`config.mk`:
```
export PLATFORM = sky130hd
export DESIGN_NAME = irda_sir_codec
export DESIGN_NICKNAME = d
export VERILOG_FILES = /design/src/rtl/sir_pkg.sv /design/src/rtl/sir_tick_gen.sv /design/src/rtl/sir_bit_phase.sv /design/src/rtl/sir_pulse_mod.sv /design/src/rtl/sir_pulse_demod.sv /design/src/rtl/irda_sir_codec.sv
export SDC_FILE = /design/constraint.sdc
export NUM_CORES = 1
export LEC_CHECK = 0
export BUFFER_PORTS_ARGS = -buffer_cell sky130_fd_sc_hd__buf_4
export CAP_MARGIN = 20
export CORE_MARGIN = 2
export CORE_UTILIZATION = 53
export DETAILED_ROUTE_END_ITERATION = 10
export GPL_TIMING_DRIVEN = 0
export PLACE_DENSITY = 0.76
export SLEW_MARGIN = 20
export SYNTH_ARGS = -nofsm -noshare
export SYNTH_HDL_FRONTEND = slang
export SYNTH_HIERARCHICAL = 1
export SYNTH_SLANG_ARGS = --single-unit
```
`constraint.sdc`:
```
create_clock -name clk -period 1.99 [get_ports clk]
set_clock_uncertainty 0.15 [all_clocks]
set_input_delay 0.4975 -clock clk [delete_from_list [all_inputs] [get_ports clk]]
set_output_delay 0.4975 -clock clk [all_outputs]
set_load 0.01 [all_outputs]
```
`src/rtl/sir_pkg.sv`:
```
package sir_pkg;

   // Timing marks shared between the bit-phase tracker and the data paths.
   typedef struct packed {
      logic tick;     // one 16x sampling tick this cycle
      logic bit_end;  // the tick that closes a bit window
   } sir_timing_t;

   localparam int unsigned SIR_OVERSAMPLE_DEF = 16;
   localparam int unsigned SIR_PULSE_DEF      = 3;
   localparam int unsigned SIR_SYNC_DEF       = 2;

endpackage

```
`src/rtl/sir_tick_gen.sv`:
```
module sir_tick_gen #(
   parameter int unsigned DIV_W = 16
) (
   input  logic             clk,
   input  logic             rst_n,
   input  logic [DIV_W-1:0] divisor,
   output logic             tick
);

   logic [DIV_W-1:0] cnt_q;
   logic [DIV_W-1:0] div_q;
   logic             run;
   logic             reload;
   logic             wrap;

   assign run    = (divisor != '0);
   assign reload = (divisor != div_q);
   assign wrap   = (cnt_q == divisor - DIV_W'(1));

   always_ff @(posedge clk or negedge rst_n) begin
      if (!rst_n) begin
         cnt_q <= '0;
         div_q <= '0;
         tick  <= 1'b0;
      end else begin
         div_q <= divisor;
         if (!run || reload) begin
            cnt_q <= '0;
            tick  <= 1'b0;
         end else if (wrap) begin
            cnt_q <= '0;
            tick  <= 1'b1;
         end else begin
            cnt_q <= cnt_q + DIV_W'(1);
            tick  <= 1'b0;
         end
      end
   end

endmodule

```
`src/rtl/sir_bit_phase.sv`:
```
module sir_bit_phase
   import sir_pkg::*;
#(
   parameter int unsigned OVERSAMPLE = SIR_OVERSAMPLE_DEF
) (
   input  logic        clk,
   input  logic        rst_n,
   input  logic        en,
   input  logic        tick,
   output sir_timing_t tm,
   output logic        bit_strobe
);

   localparam int unsigned PH_W = $clog2(OVERSAMPLE);
   localparam logic [PH_W-1:0] PH_LAST = PH_W'(OVERSAMPLE - 1);

   logic [PH_W-1:0] ph_q;

   assign tm.tick    = tick;
   assign tm.bit_end = tick && (ph_q == PH_LAST);

   always_ff @(posedge clk or negedge rst_n) begin
      if (!rst_n) begin
         ph_q       <= '0;
         bit_strobe <= 1'b0;
      end else if (!en) begin
         ph_q       <= '0;
         bit_strobe <= 1'b0;
      end else if (tick) begin
         ph_q       <= (ph_q == PH_LAST) ? '0 : ph_q + PH_W'(1);
         bit_strobe <= (ph_q == PH_LAST);
      end else begin
         bit_strobe <= 1'b0;
      end
   end

endmodule

```
`src/rtl/sir_pulse_mod.sv`:
```
module sir_pulse_mod
   import sir_pkg::*;
#(
   parameter int unsigned PULSE_TICKS = SIR_PULSE_DEF
) (
   input  logic        clk,
   input  logic        rst_n,
   input  logic        en,
   input  sir_timing_t tm,
   input  logic        tx_nrz,
   output logic        tx_pulse
);

   localparam int unsigned PC_W = $clog2(PULSE_TICKS + 1);
   localparam logic [PC_W-1:0] PC_LOAD = PC_W'(PULSE_TICKS);

   logic [PC_W-1:0] left_q;

   always_ff @(posedge clk or negedge rst_n) begin
      if (!rst_n) begin
         left_q <= '0;
      end else if (!en) begin
         left_q <= '0;
      end else if (tm.bit_end) begin
         left_q <= tx_nrz ? '0 : PC_LOAD;
      end else if (tm.tick && (left_q != '0)) begin
         left_q <= left_q - PC_W'(1);
      end
   end

   assign tx_pulse = (left_q != '0);

endmodule

```
`src/rtl/sir_pulse_demod.sv`:
```
module sir_pulse_demod
   import sir_pkg::*;
#(
   parameter int unsigned SYNC_STAGES = SIR_SYNC_DEF
) (
   input  logic        clk,
   input  logic        rst_n,
   input  logic        en,
   input  sir_timing_t tm,
   input  logic        rx_ir,
   input  logic        rx_pass_thru,
   input  logic        rx_disable,
   input  logic        tx_busy,
   output logic        rx_nrz
);

   logic line_lvl;
   logic line_sync;
   logic pulse_now;
   logic seen_q;

   assign line_lvl = rx_pass_thru ? rx_ir : ~rx_ir;

   generate
      if (SYNC_STAGES == 0) begin : g_nosync
         assign line_sync = line_lvl;
      end else begin : g_sync
         logic [SYNC_STAGES-1:0] chain_q;
         always_ff @(posedge clk or negedge rst_n) begin
            if (!rst_n) chain_q <= '0;
            else        chain_q <= {chain_q[SYNC_STAGES-2+((SYNC_STAGES==1)?1:0):0] , line_lvl} >> ((SYNC_STAGES==1)?0:0);
         end
         assign line_sync = chain_q[SYNC_STAGES-1];
      end
   endgenerate

   assign pulse_now = line_sync && !rx_disable && !tx_busy;

   always_ff @(posedge clk or negedge rst_n) begin
      if (!rst_n) begin
         seen_q <= 1'b0;
         rx_nrz <= 1'b1;
      end else if (!en) begin
         seen_q <= 1'b0;
         rx_nrz <= 1'b1;
      end else if (tm.bit_end) begin
         rx_nrz <= ~(seen_q | pulse_now);
         seen_q <= 1'b0;
      end else if (tm.tick) begin
         seen_q <= seen_q | pulse_now;
      end
   end

endmodule

```
`src/rtl/irda_sir_codec.sv`:
```
module irda_sir_codec
   import sir_pkg::*;
#(
   parameter int unsigned DIV_W       = 16,
   parameter int unsigned OVERSAMPLE  = SIR_OVERSAMPLE_DEF,
   parameter int unsigned PULSE_TICKS = SIR_PULSE_DEF,
   parameter int unsigned SYNC_STAGES = SIR_SYNC_DEF
) (
   input  logic             clk,
   input  logic             rst_n,
   input  logic [DIV_W-1:0] divisor,
   input  logic             tx_nrz,
   input  logic             tx_busy,
   input  logic             rx_ir,
   input  logic             rx_pass_thru,
   input  logic             rx_disable,
   output logic             tx_pulse,
   output logic             rx_nrz,
   output logic             bit_strobe
);

   generate
      if (OVERSAMPLE < 2) begin : g_bad_os
         $error("OVERSAMPLE must be at least 2");
      end
      if (PULSE_TICKS < 1 || PULSE_TICKS >= OVERSAMPLE) begin : g_bad_pw
         $error("PULSE_TICKS must lie in 1..OVERSAMPLE-1");
      end
      if (DIV_W < 1) begin : g_bad_dw
         $error("DIV_W must be at least 1");
      end
   endgenerate

   logic        run;
   logic        tick;
   sir_timing_t tm;

   assign run = (divisor != '0);

   sir_tick_gen #(.DIV_W(DIV_W)) tick_i (
      .clk     (clk),
      .rst_n   (rst_n),
      .divisor (divisor),
      .tick    (tick)
   );

   sir_bit_phase #(.OVERSAMPLE(OVERSAMPLE)) phase_i (
      .clk        (clk),
      .rst_n      (rst_n),
      .en         (run),
      .tick       (tick),
      .tm         (tm),
      .bit_strobe (bit_strobe)
   );

   sir_pulse_mod #(.PULSE_TICKS(PULSE_TICKS)) mod_i (
      .clk      (clk),
      .rst_n    (rst_n),
      .en       (run),
      .tm       (tm),
      .tx_nrz   (tx_nrz),
      .tx_pulse (tx_pulse)
   );

   sir_pulse_demod #(.SYNC_STAGES(SYNC_STAGES)) demod_i (
      .clk          (clk),
      .rst_n        (rst_n),
      .en           (run),
      .tm           (tm),
      .rx_ir        (rx_ir),
      .rx_pass_thru (rx_pass_thru),
      .rx_disable   (rx_disable),
      .tx_busy      (tx_busy),
      .rx_nrz       (rx_nrz)
   );

endmodule

```
==> impl_metrics.ini <==
[outcome]
status = complete, but fails checks
violations = setup timing

[grt]
grt_use_met3_pct = 3.52
grt_use_total_pct = 24.6
gr-max-usage-layer = met2
antenna_found_initial = 0
grt_pass1_wl_mm = 10.2
grt_pass1_vias = 2124
met1_usage_pct = 31.8
grt-ovfl-total = 0
grt_max_degree = 45
grtUsageMet2_pct = 40.7

[timing]
rsz0062_at_grt = true
slew_headroom_pct = 62.0
period_share_pct = 127
clock.fmax_mhz = 396
holdWs_ns = 0.0367
worst_pin_slew_ns = 0.569
fin_ws_ns = -0.538
hold_violations = 0
layout_min_cycle_time_ns = 2.53
setup_tns_ns = -8.73
drv_slew = 0
finalSetupViolCount = 17

[worst_setup_path]
cp-start-kind = primary input
cp.required_ns = 2.02
critPathCaptureType = flop
critPathMaxFanout = 5
arrival_ns = 2.56
critPathKind = in -> reg

[place]
io_buffers = 25
gp_congestion = 0.864
dp_cells = 341
hpwl_mm = 3.92
pre_cts_slack_ns = -1.04

[layout]
num-nets-final = 332
diodes = 0
area_growth_pct = 34.2
fin_cells = 373
regArea_um2 = 1100
fillers = 304
final_core_util_pct = 74.1
multi_input_area_um2 = 1620
drive_above_1_share_pct = 36.9

[detailed_routing]
vias = 2186
drt-pass1-iter-count = 4
drcViolationCount = 0
wl_per_cell_um = 18.6
drt-vias-per-instance = 5.86
detail_route.iter0.violations = 177
routed_wl_mm = 6.93
postRouteAntennaNets = 0

[die]
ios = 26
coreArea_um2 = 4720
start_util_pct = 55.2
die_w_um = 74.1
die-area_um2 = 5500
die_h_um = 74.1
placementRows = 25

[power_and_ir_drop]
p_leak_nw = 1.41
irDropWorstVdd_v = 0.000342
pwr_density_cell_nw_per_um2 = 560

[synthesis]
yosysWarnings = 6
synthTopCellsByCount = dfrtp_1 (43), xnor2_1 (35), xor2_1 (18)
async_flop_share_pct = 100
syn_area_per_cell_um2 = 10.5
synth_seq_cells = 44
yosys.area.top_type = dfrtp_1
yosysSeqAreaShare_pct = 42.3
syn_inst = 249
synthTopCellsByArea = dfrtp_1 (41%), xnor2_1 (12%), xor2_1 (6.0%)
synthFlopType = dfrtp_1
synth_top_area_share_pct = 41.3
synth_edf_count = 0
synth.distinct_cells = 54
syn-cell-area_um2 = 2610
synth_most_common_cell = dfrtp_1
synth.net_count = 276

[clocking]
cts_buffers = 5
clk_path_buf_depth = 2
cts_tree = done
clock-sinks = 44
htreeDepth = 2
clk-insertion-delay-late_ns = 0.30
clk_pin_slew_ns = 0.08
clock-root-buffer = clkbuf_8

[hold_path]
hp-class = in -> async

[job]
maxCapViolCount = 0
==> repair_timing <==
item / in CTS / in global routing
hold buffers: 0 / 0
gates resized for setup: 28 / 35
pin swaps: 10 / 20
setup endpoints to repair: 17 / 17
cloned: 2 / 0
buffers inserted: 12 / 12
==> metal layers <==
layer / up-vias / wire, um / share of wire [%]
met4: 0 / 132 / 1.9
met5: - / 0 / 0
met1: 1102 / 2900 / 42
li1: 1008 / - / -
met3: 11 / 316 / 4.6
met2: 65 / 3580 / 52
==> area by class of cell <==
cell class	instances	area share [%]
Multi-Input combinational cell	186	46.2
Sequential cell	44	31.5
Timing Repair Buffer	50	12.6
Clock buffer	7	2.75
Buffer	9	2.72
Tap cell	67	2.40
Inverter	9	0.966
Clock inverter	1	0.858
==> flip-flops by register name, summed over array words and instances (netlist names) <==
name                    count
phase_i/ph_q                4
tick_i/cnt_q               16
demod_i/rx_nrz              1
phase_i/bit_strobe          1
demod_i/g_sync.chain_q      2
demod_i/seen_q              1
tick_i/tick                 1
mod_i/left_q                2
tick_i/div_q               16
==> final timing paths <==
path                                                startpoint                                  end  slack (ns)  cells after the start
hold reg to reg            demod_i/g_sync.chain_q[0]$_DFF_PN0_  demod_i/g_sync.chain_q[1]$_DFF_PN0_        0.21                      0
min in group clk                                   divisor[11]           tick_i/div_q[11]$_DFF_PN0_        0.17                      1
max in group asynchronous                                rst_n            tick_i/cnt_q[8]$_DFF_PN0_        1.26                      1
setup reg to reg                    tick_i/cnt_q[10]$_DFF_PN0_            tick_i/cnt_q[6]$_DFF_PN0_       -0.37                      8
hold / removal                                           rst_n            tick_i/cnt_q[2]$_DFF_PN0_        0.04                      1
setup / recovery                                    divisor[6]            tick_i/cnt_q[6]$_DFF_PN0_       -0.54                     10
==> through the flow <==
stage	instance area [um2]	power, W
2_1_floorplan	2640	0.00105
3_3_place_gp	2910	0.00114
3_5_place_dp	2910	0.00115
4_1_cts	3250	0.00192
5_1_grt	3500	0.00202
6_report	3500	0.00196
==> cells by family after synthesis <==
logic type	count (synthesis)	share of synthesized area [%]
AOI/OAI and AO/OA	39	11.8
xor gates and xnor gates	53	17.8
DFF	44	42.3
adders and majority gates	4	1.92
muxes	2	0.768
and+or+nand+nor	88	21.1
buffers and inverters	19	4.37
==> power breakdown <==
part           internal, W  switching, W  total [W]
Combinational     0.000137      0.000148   0.000284
Sequential        0.000914    0.00000925   0.000923
Clock             0.000443      0.000308   0.000751
==> worst max-delay path, cell delays in order <==
cell and delay [ns]:
buf_8 0.10, buf_8 0.12, nor4_4 0.38, nand4_1 0.20, xnor2_1 0.26, nand4_1 0.22, nor4_4 0.40, buf_4 0.20
buf_6 0.13, a211oi_2 0.06
==> cell usage in the layout, fill, tap and decap left out, drive strengths merged, types with 4 or more instances in the layout <==
master / netlist / final
nand2b: 4 / 4
nand2: 15 / 15
buf: 7 / 58
xnor2: 35 / 35
nand4: 10 / 10
nor3: 5 / 5
nand3: 6 / 6
inv: 9 / 9
nor4: 11 / 11
clkbuf: 3 / 8
a21oi: 4 / 4
o21ai: 4 / 4
a211oi: 18 / 18
nor2: 15 / 15
ha: 4 / 4
dfrtp: 43 / 43
xor2: 18 / 18
No activity file was read; power rests on OpenSTA's default activity.
